`config.mk`:
```
export PLATFORM = sky130hd
export DESIGN_NAME = ring_search_sequencer
export DESIGN_NICKNAME = d
export VERILOG_FILES = /design/src/rtl/rss_pkg.sv /design/src/rtl/rss_phase_fsm.sv /design/src/rtl/rss_addr_gen.sv /design/src/rtl/rss_port_arb.sv /design/src/rtl/ring_search_sequencer.sv
export SDC_FILE = /design/constraint.sdc
export NUM_CORES = 1
export LEC_CHECK = 0
export CORE_ASPECT_RATIO = 1.25
export CORE_MARGIN = 4
export CORE_UTILIZATION = 30
export DETAILED_ROUTE_END_ITERATION = 8
export PLACE_DENSITY = 0.68
export SKIP_CTS_REPAIR_TIMING = 1
export SYNTH_ARGS = -nofsm -noshare
export SYNTH_HDL_FRONTEND = slang
export SYNTH_SLANG_ARGS = --single-unit
```
`constraint.sdc`:
```
create_clock -name clk -period 1.9 [get_ports clk]
set_input_delay 0.38 -clock clk [delete_from_list [all_inputs] [get_ports clk]]
set_output_delay 0.38 -clock clk [all_outputs]
set_load 0.02 [all_outputs]
```
`src/rtl/rss_pkg.sv`:
```
package rss_pkg;

  typedef enum logic [2:0] {
    PH_WAIT  = 3'd0,
    PH_INIT  = 3'd1,
    PH_CALC  = 3'd2,
    PH_INPUT = 3'd3,
    PH_IDLE  = 3'd4,
    PH_FIN   = 3'd5
  } phase_e;

  function automatic int strip_count(input int n, input int dx, input int srx);
    return (2 * dx + n) / (n + srx);
  endfunction

  function automatic int rows_per_strip(input int n, input int dy);
    return 2 * dy + n;
  endfunction

  function automatic int sw_word(input int strip, input int row, input int rows);
    return strip * rows + row;
  endfunction

  function automatic int bits_for(input int count);
    return (count > 1) ? $clog2(count) : 1;
  endfunction

endpackage

```
`src/rtl/rss_phase_fsm.sv`:
```
module rss_phase_fsm
  import rss_pkg::*;
#(
  parameter int N       = 16,
  parameter int DY      = 8,
  parameter int STRIPS  = 2,
  parameter int CNT_W   = 4,
  parameter int STEP_W  = 4,
  parameter int STRIP_W = 1
) (
  input  logic               clk,
  input  logic               rst_n,
  input  logic               start,
  output phase_e             phase,
  output logic [CNT_W-1:0]   cnt,
  output logic [STEP_W-1:0]  step,
  output logic [STRIP_W-1:0] strip,
  output logic               start_accept,
  output logic               last_calc
);

  localparam int STEP_LAST = 2 * DY - 1;

  logic cnt_last, step_last, strip_last;

  assign cnt_last     = (cnt == CNT_W'(N - 1));
  assign step_last    = (step == STEP_W'(STEP_LAST));
  assign strip_last   = (strip == STRIP_W'(STRIPS - 1));
  assign start_accept = start && (phase == PH_WAIT);
  assign last_calc    = (phase == PH_CALC) && step_last && strip_last;

  always_ff @(posedge clk) begin
    if (!rst_n) begin
      phase <= PH_WAIT;
      cnt   <= '0;
      step  <= '0;
      strip <= '0;
    end else begin
      case (phase)
        PH_WAIT: begin
          if (start_accept) begin
            phase <= PH_INIT;
            cnt   <= '0;
            step  <= '0;
            strip <= '0;
          end
        end
        PH_INIT: begin
          if (cnt_last) begin
            phase <= PH_CALC;
            cnt   <= '0;
          end else begin
            cnt <= cnt + 1'b1;
          end
        end
        PH_CALC: begin
          if (!step_last) begin
            phase <= PH_INPUT;
          end else if (strip_last) begin
            phase <= PH_FIN;
          end else begin
            phase <= PH_IDLE;
            cnt   <= '0;
            step  <= '0;
            strip <= strip + 1'b1;
          end
        end
        PH_INPUT: begin
          phase <= PH_CALC;
          step  <= step + 1'b1;
        end
        PH_IDLE: begin
          if (cnt_last) begin
            phase <= PH_CALC;
            cnt   <= '0;
          end else begin
            cnt <= cnt + 1'b1;
          end
        end
        PH_FIN:  phase <= PH_WAIT;
        default: phase <= PH_WAIT;
      endcase
    end
  end


  wait_hold_chk: assert property (@(posedge clk) disable iff (!rst_n)
    (phase == PH_WAIT && !start) |=> (phase == PH_WAIT));


  init_exit_chk: assert property (@(posedge clk) disable iff (!rst_n)
    (phase == PH_INIT && cnt_last) |=> (phase == PH_CALC && step == '0));


  calc_alternate_chk: assert property (@(posedge clk) disable iff (!rst_n)
    (phase == PH_CALC && !step_last) |=> (phase == PH_INPUT));


  busy_start_ignored_chk: assert property (@(posedge clk) disable iff (!rst_n)
    (phase != PH_WAIT && phase != PH_INIT) |=> (phase != PH_INIT));

endmodule

```
`src/rtl/rss_addr_gen.sv`:
```
module rss_addr_gen
  import rss_pkg::*;
#(
  parameter int N       = 16,
  parameter int DY      = 8,
  parameter int CNT_W   = 4,
  parameter int STEP_W  = 4,
  parameter int STRIP_W = 1,
  parameter int SWA_W   = 6
) (
  input  logic               clk,
  input  logic               rst_n,
  input  phase_e             phase,
  input  logic [CNT_W-1:0]   cnt,
  input  logic [STEP_W-1:0]  step,
  input  logic [STRIP_W-1:0] strip,
  output logic               init_load,
  output logic               cand_valid,
  output logic               shift_left,
  output logic               shift_down,
  output logic               sw_rd,
  output logic [SWA_W-1:0]   sw_addr,
  output logic               sw_swap,
  output logic               tb_rd,
  output logic [CNT_W-1:0]   tb_addr
);

  localparam int ROWS = rows_per_strip(N, DY);

  logic odd_strip;
  int   row;

  assign odd_strip  = strip[0];
  assign init_load  = (phase == PH_INIT);
  assign cand_valid = (phase == PH_CALC);
  assign shift_down = (phase == PH_IDLE);
  assign shift_left = cand_valid && odd_strip;
  assign tb_rd      = init_load;
  assign tb_addr    = cnt;
  assign sw_rd      = (phase == PH_INIT) || (phase == PH_INPUT) || (phase == PH_IDLE);
  assign sw_swap    = sw_rd && odd_strip;

  always_comb begin
    case (phase)
      PH_INPUT: row = N + int'(step);
      default:  row = int'(cnt);
    endcase
    sw_addr = sw_rd ? SWA_W'(sw_word(int'(strip), row, ROWS)) : '0;
  end


  calc_port_free_chk: assert property (@(posedge clk) disable iff (!rst_n)
    cand_valid |-> !sw_rd);


  dir_steady_chk: assert property (@(posedge clk) disable iff (!rst_n)
    (cand_valid && $past(phase) == PH_INPUT && $past(cand_valid, 2))
      |-> (shift_left == $past(shift_left, 2)));


  refill_stride_chk: assert property (@(posedge clk) disable iff (!rst_n)
    (phase == PH_INPUT && $past(phase, 2) == PH_INPUT)
      |-> (sw_addr == $past(sw_addr, 2) + SWA_W'(1)));

endmodule

```
`src/rtl/rss_port_arb.sv`:
```
module rss_port_arb (
  input  logic clk,
  input  logic rst_n,
  input  logic array_rd,
  input  logic hp_req,
  output logic hp_grant
);

  assign hp_grant = hp_req && !array_rd;


  grant_excl_chk: assert property (@(posedge clk) disable iff (!rst_n)
    hp_grant |-> (hp_req && !array_rd));

endmodule

```
`src/rtl/ring_search_sequencer.sv`:
```
module ring_search_sequencer
  import rss_pkg::*;
#(
  parameter int N   = 16,
  parameter int DX  = 16,
  parameter int DY  = 8,
  parameter int SRX = 8,
  localparam int STRIPS  = strip_count(N, DX, SRX),
  localparam int ROWS    = rows_per_strip(N, DY),
  localparam int CNT_W   = bits_for(N),
  localparam int STEP_W  = bits_for(2 * DY),
  localparam int STRIP_W = bits_for(STRIPS),
  localparam int SWA_W   = bits_for(STRIPS * ROWS)
) (
  input  logic               clk,
  input  logic               rst_n,
  input  logic               start,
  input  logic               hp_req,
  output logic               busy,
  output logic               init_load,
  output logic               cand_valid,
  output logic [STRIP_W-1:0] cand_strip,
  output logic [STEP_W-1:0]  cand_step,
  output logic               shift_left,
  output logic               shift_down,
  output logic               sw_rd,
  output logic [SWA_W-1:0]   sw_addr,
  output logic               sw_swap,
  output logic               tb_rd,
  output logic [CNT_W-1:0]   tb_addr,
  output logic               hp_grant,
  output logic               done
);

  phase_e             phase;
  logic [CNT_W-1:0]   cnt;
  logic [STEP_W-1:0]  step;
  logic [STRIP_W-1:0] strip;
  logic               start_accept;
  logic               last_calc;

  rss_phase_fsm #(
    .N(N), .DY(DY), .STRIPS(STRIPS),
    .CNT_W(CNT_W), .STEP_W(STEP_W), .STRIP_W(STRIP_W)
  ) u_fsm (
    .clk(clk), .rst_n(rst_n), .start(start),
    .phase(phase), .cnt(cnt), .step(step), .strip(strip),
    .start_accept(start_accept), .last_calc(last_calc)
  );

  rss_addr_gen #(
    .N(N), .DY(DY), .CNT_W(CNT_W), .STEP_W(STEP_W),
    .STRIP_W(STRIP_W), .SWA_W(SWA_W)
  ) u_addr (
    .clk(clk), .rst_n(rst_n), .phase(phase), .cnt(cnt), .step(step), .strip(strip),
    .init_load(init_load), .cand_valid(cand_valid), .shift_left(shift_left),
    .shift_down(shift_down), .sw_rd(sw_rd), .sw_addr(sw_addr), .sw_swap(sw_swap),
    .tb_rd(tb_rd), .tb_addr(tb_addr)
  );

  rss_port_arb u_arb (
    .clk(clk), .rst_n(rst_n), .array_rd(sw_rd), .hp_req(hp_req), .hp_grant(hp_grant)
  );

  assign busy       = (phase != PH_WAIT);
  assign done       = (phase == PH_FIN);
  assign cand_strip = cand_valid ? strip : '0;
  assign cand_step  = cand_valid ? step : '0;


  done_after_last_chk: assert property (@(posedge clk) disable iff (!rst_n)
    last_calc |=> (done && busy));


  done_release_chk: assert property (@(posedge clk) disable iff (!rst_n)
    done |=> (!busy && !done));


  start_to_fill_chk: assert property (@(posedge clk) disable iff (!rst_n)
    start_accept |=> (init_load && tb_addr == '0));

endmodule

```
---- Word level (Yosys, flattened, before mapping) ----
Index checks and enable logic that the tools add are counted.
storage, ports and cells
  register bits ........................... 12
  latch bits .............................. 0
  RAM bits ................................ 0
  bits in read-only memories .............. 0
  bits of input ports ..................... 4
  output and inout bits ................... 25
  logic and storage cells ................. 56
  memories ................................ 0
operators by class
  add/sub/neg operators ................... 5
  multipliers ............................. 0
  div/mod/pow operators ................... 0
  magnitude comparators ................... 0
  equality and inequality tests ........... 11
  shift-type cells ........................ 0
  multiplexer cells ....................... 19
  bitwise logic cells ..................... 0
  reductions and logical operators ........ 17
operators with widths
  kind                                                  number
  one-hot mux 4 bit (3 select lines)                    2
  two-way mux 4 bit                                     5
  two-way mux 6 bit                                     2
  one-hot mux 3 bit (4 select lines)                    1
  two-way mux 3 bit                                     3
  nonzero test 3 bit                                    3
  adder 4 x 1 -> 4 bit (second input constant)          2
  equality test 4 bit (second input constant)           2
  AND reduction 4 bit                                   2
  adder 5 x 4 -> 6 bit (first input constant)           1
  adder 6 bit                                           1
  equality test 3 x 2 -> 1 bit (second input constant)  2
  equality test 3 bit (second input constant)           2
  two-way mux 1 bit                                     5
  logical AND 1 bit                                     4
  != test 2 x 1 -> 1 bit (second input constant)        2
  != test 2 bit (second input constant)                 2
  equality test 3 x 1 -> 1 bit (second input constant)  1
  logical NOT 3 bit                                     1
  AND reduction 3 bit                                   1
  logical OR 1 bit                                      2
  one-hot mux 1 bit (2 select lines)                    1
  AND reduction 2 bit                                   1
  nonzero test 2 bit                                    1
  3 further kinds                                       3

---- Longest topological paths before layout ----
  depth in word-level cells ............... 5
  gate-level depth with buffers ........... 6
  depth with buffers taken out ............ 5

---- Cells and area by module ----
From an unflattened synthesis, not the netlist that was laid out.
second synthesis, totals
  cell total of the unflattened synthesis .. 111
  area total of the unflattened synthesis .. 910.9 sq um
by module, submodules not included
  module                 instances  cells each  area each (sq um)  seq. area each (sq um)
  rss_phase_fsm          1          81          684.4              240.2
  rss_addr_gen           1          22          165.2              0.0
  ring_search_sequencer  1          7           47.5               0.0
  rss_port_arb           1          1           13.8               0.0

---- Worst setup path after synthesis ----
OpenSTA, ideal clock, no wires.
  path type ............................... register to output
  start point ............................. register u_fsm.phase[2]
  end point ............................... output port sw_addr[5]
  arrival time ............................ 1.432 ns
  required time ........................... 1.520 ns
  setup slack ............................. 0.088 ns
  cell stages (with the launch flop) ...... 6
  path buffers ............................ 2
  cell sequence ........................... dfxtp_1 > buf_4 > nand2_1 > o21a_1 > nor2b_1 > buf_4
on the way
  cells in the longest elaborated chain, start to end .. 4
  elaborated cells between the ends (all ways) .. 8
  those cells by class .................... add/sub: 1; eq/ne: 3; mux: 2; reduce/logical: 2
ends and longest elaborated chain
  item                                                                                 RTL line                                source
  start: declaration                                                                   rss_phase_fsm.sv:14                     output phase_e phase,
  start signal: assignment                                                             rss_phase_fsm.sv:34                     phase <= PH_WAIT;
  start signal: assignment                                                             rss_phase_fsm.sv:42                     phase <= PH_INIT;
  start signal: assignment                                                             rss_phase_fsm.sv:50                     phase <= PH_CALC;
  equality test 3 x 2 -> 1 bit / equality test 3 x 1 -> 1 bit (equally long branches)  rss_addr_gen.sv:40, rss_addr_gen.sv:44
  two-way mux 6 bit / logical OR 1 bit (equally long branches)                         rss_addr_gen.sv:44, rss_addr_gen.sv:40
  adder 6 bit / logical OR 1 bit (equally long branches)                               rss_pkg.sv:21, rss_addr_gen.sv:40
  two-way mux 6 bit *                                                                  rss_addr_gen.sv:48                      sw_addr = sw_rd ? SWA_W'(sw_word(int'(strip), row, ROWS)) : '0;
  end: declaration                                                                     ring_search_sequencer.sv:27             output logic [SWA_W-1:0] sw_addr,
Mark *: on every way between the ends. The rest lies on a longest branch, timed or not.

---- Worst setup path in the final report ----
  start point ............................. register u_fsm.phase[2]
  end point ............................... output port sw_addr[3]
Same word-level chain as after synthesis.

==> impl_metrics.yaml <==
logic_synthesis:
  netlist_area_um2: 817
  syn_nets: 103
  synth_largest_type_area_fraction_pct: 29.4
  post_synth_main_area_contributors: "sky130_fd_sc_hd__dfxtp_1, sky130_fd_sc_hd__mux2i_1, sky130_fd_sc_hd__and2_1"
  ys_warn_count: 0
  synth-seq-cells: 12
  synth_seq_area_share_pct: 29.4
  synth.distinct_cells: 37
  synthDominantAreaCellType: "sky130_fd_sc_hd__dfxtp_1"
  syn-mean-instance-area_um2: 8.42
  synthCells: 97
hold_path:
  hold_class: "register to register"
grt:
  gr-usage-all-layers_pct: 14.8
  overflow: 0
  grt_first_pass_wirelength_um: 4010
  grt_max_degree: 9
  grt_antenna_before_repair: 0
  via_count_of_the_first_global_routing_pass: 851
cts:
  cts.reportedPaths.clkPinSlew_ps: 80
  clock_sink_count: 12
  clock_path_buffers: 2
  clock_latency_ps: 280
  numCtsBuffers: 3
  cts.htree.levels: 1
  clockRootBuffer: "sky130_fd_sc_hd__clkbuf_4"
  clock_tree_from_tritoncts: "yes"
routing:
  detailedRoute.firstIterationViolations: 10
  final_antenna_net_count: 0
  post_drt_wl_per_cell_um: 14.1
  via_count_of_the_routed_design: 857
  drc: 0
  totalWireLength_um: 2390
  drt_pass1_iterations: 4
  via_per_inst: 5.04
sta:
  fin_crit_sh_pct: 96.3
  fin_hold_ws_ps: 513
  timing.slew.headroom_pct: 70.8
  final.setup.tns_ps: 0
  fin_crit_ps: 1830
  hold_violations: 0
  timing_max_transition_violations_final: 0
  fmax_ghz: 0.547
  final.setup_skew_ps: 3.35
  post-route-worst-setup-slack_ps: 70.7
  final-setup-viol-count: 0
  worst-slew-pin-transition_ps: 434
  rsz_0062_raised_after_global_routing: "no"
layout:
  post_route_cells_drive_above_1_share_pct: 29.9
  finish.instance_area_um2: 1180
  nFillCells: 276
  finish.cell_count_without_fillers: 170
  final_net_count: 145
  area.growth.synth_to_final_pct: 45.0
  antenna_cells: 0
power_and_ir_drop:
  power_density_nw_per_um2: 444
  p_clk_share_pct: 31.1
  power.share.switching_pct: 28.1
  switching_power_uw: 148
  power.internal_uw: 379
  total_leakage_power_uw: 0.000627
  max-vdd-ir-drop_v: 0.000299
  p_comb_share_pct: 19.2
  sequential_power_share_pct: 49.7
worst_setup_path:
  reg2reg_to: "u_fsm.cnt[2]"
  logic_depth_of_the_worst_register_to_register_path: 7
  regToRegStartpoint: "u_fsm.phase[2]"
  timing.critical_path.depth: 4
  timing.critical_path.fanout_max: 5
  crit_required_ps: 1520
  critical_path.startpoint: "u_fsm.phase[2]"
  setup.worst_path.class: "register to output port"
  worst_path_max_delay_cell: "sky130_fd_sc_hd__dfxtp_1"
  crit_chain: "and3b_2 > mux2i_1 > nor2_1 > clkbuf_2"
  crit_path_end: "sw_addr[3]"
  ff2ff_setup_slack_ps: 210
  end_kind: "output port"
  cpLargestDelayFamily: "simple AND/OR/NAND/NOR gates"
  critPathArrivalTime_ps: 1450
  critPathLaunchType: "register"
  timing.critical_path.buf_inv: 1
  crit_path_max_incr_delay_ps: 420
die:
  dieArea_um2: 3630
  die_w_um: 54.7
  placement_rows: 20
  core_um2: 2530
  die_height_um: 66.3
  initial_core_util_pct: 32.3
  boundaryPins: 29
placed_design:
  portBuffers: 28
  dpl_cells: 167
  gp_congestion: 0.861
  placed_cell_area_um2: 1200
  dp_worst_setup_slack_ps: -76.0
  detailedPlacementHpwl_um: 1850
status:
  run_status: "complete, no violations"
run:
  timing.max_cap.violations: 0
## logic make-up (layout without fill, tap and decap cells)
logic type      count (synthesis)  after routing  share of synthesized area (%)
simple gates                   40             40                           29.2
compound gates                 23             23                           20.2
buf+inv                        13             53                           9.80
flops                          12             12                           29.4
mux                             5              5                           6.13
fa+ha+maj                       2              2                           3.06
xor+xnor                        2              2                           2.14
## how the worst min path moves through the flow
stage / cells past startpoint / slack (ps) / endpoint / startpoint
after floorplan: 2 / 470 / u_fsm.step[1] / u_fsm.step[1]
after global placement: 2 / 500 / u_fsm.step[1] / u_fsm.step[1]
after detailed placement: 2 / 500 / u_fsm.step[1] / u_fsm.step[1]
after CTS: 2 / 510 / u_fsm.step[1] / u_fsm.step[1]
after global routing: 2 / 550 / u_fsm.step[1] / u_fsm.step[1]
final: 2 / 510 / u_fsm.step[1] / u_fsm.step[1]
## placed cells by master, fill, tap and decap left out, types with 2 or more instances in the layout
| master | netlist | final |
|---|---|---|
| sky130_fd_sc_hd__a21oi_1 | 5 | 5 |
| sky130_fd_sc_hd__nor3_1 | 5 | 5 |
| sky130_fd_sc_hd__and2_1 | 7 | 6 |
| sky130_fd_sc_hd__o21ai_0 | 2 | 2 |
| sky130_fd_sc_hd__nand3_1 | 4 | 4 |
| sky130_fd_sc_hd__clkbuf_4 | 0 | 3 |
| sky130_fd_sc_hd__buf_4 | 4 | 16 |
| sky130_fd_sc_hd__o21ai_1 | 2 | 2 |
| sky130_fd_sc_hd__clkbuf_2 | 0 | 12 |
| sky130_fd_sc_hd__nor2_1 | 7 | 7 |
| sky130_fd_sc_hd__mux2i_1 | 5 | 5 |
| sky130_fd_sc_hd__a221o_1 | 2 | 2 |
| sky130_fd_sc_hd__nand2_1 | 6 | 6 |
| sky130_fd_sc_hd__clkdlybuf4s50_1 | 0 | 7 |
| sky130_fd_sc_hd__o22a_1 | 2 | 2 |
| sky130_fd_sc_hd__dlymetal6s2s_1 | 0 | 8 |
| sky130_fd_sc_hd__ha_1 | 2 | 2 |
| sky130_fd_sc_hd__dfxtp_1 | 12 | 11 |
| sky130_fd_sc_hd__inv_1 | 6 | 6 |
| sky130_fd_sc_hd__nor2b_1 | 2 | 2 |
| sky130_fd_sc_hd__and3_1 | 2 | 2 |
## stage by stage
stage	total power, uW	util [%]
finish	526	46.9
global route	556	46.9
CTS	535	48.4
detailed placement	371	47.5
global placement	369	47.5
floorplan	321	-
## cell usage after synthesis (all sizes together)
cell     count
nor3         5
a211oi       2
o2bb2ai      1
dfxtp       12
o21a         1
ha           2
nor2b        2
xor2         1
and3b        2
o22ai        1
inv          6
a22oi        1
nand3        4
nor3b        2
o21ai        4
and3         3
a21oi        6
nand2        6
and4b        1
o32ai        1
a31oi        1
nand4        1
buf          7
a22o         1
and2         7
a221o        2
o22a         2
mux2i        5
nor2         7
xnor2        1
## flip-flops by register name, indices dropped and copies added, names as in the netlist
name         count
u_fsm.cnt        4
u_fsm.step       4
u_fsm.phase      3
u_fsm.strip      1
## layout make-up
type / count / area [um2] / share of cell area (%)
Multi-Input combinational cell: 72 / 502 / 42.3
Timing Repair Buffer: 44 / 355 / 30.0
Sequential cell: 12 / 241 / 20.4
Tap cell: 33 / 41.3 / 3.48
Clock buffer: 3 / 22.5 / 1.90
Inverter: 6 / 22.5 / 1.90
## power groups by stage
stage	Clock [uW]	Combinational, uW	Sequential [uW]
final	164	101	262
after global routing	183	110	263
after CTS	170	104	262
after detailed placement	0	103	268
after global placement	0	102	267
after floorplan	0	52.0	269
## worst register-to-register path: cells and delay by family, from the launching register on
family,cells,cell delay (ps)
and+or+nand+nor,2,400
AOI/OAI and AO/OA,2,370
buffers and inverters,3,450
DFF,1,360
## metal layers
| metal | global-route usage [%] | share of wire, % |
|---|---|---|
| met2 | 24.9 | 49 |
| met1 | 17.9 | 44 |
| met3 | 1.35 | 5.3 |
| met5 | 0 | 0 |
| met4 | 7.48 | 1.9 |
No activity file was read; power rests on OpenSTA's default activity.
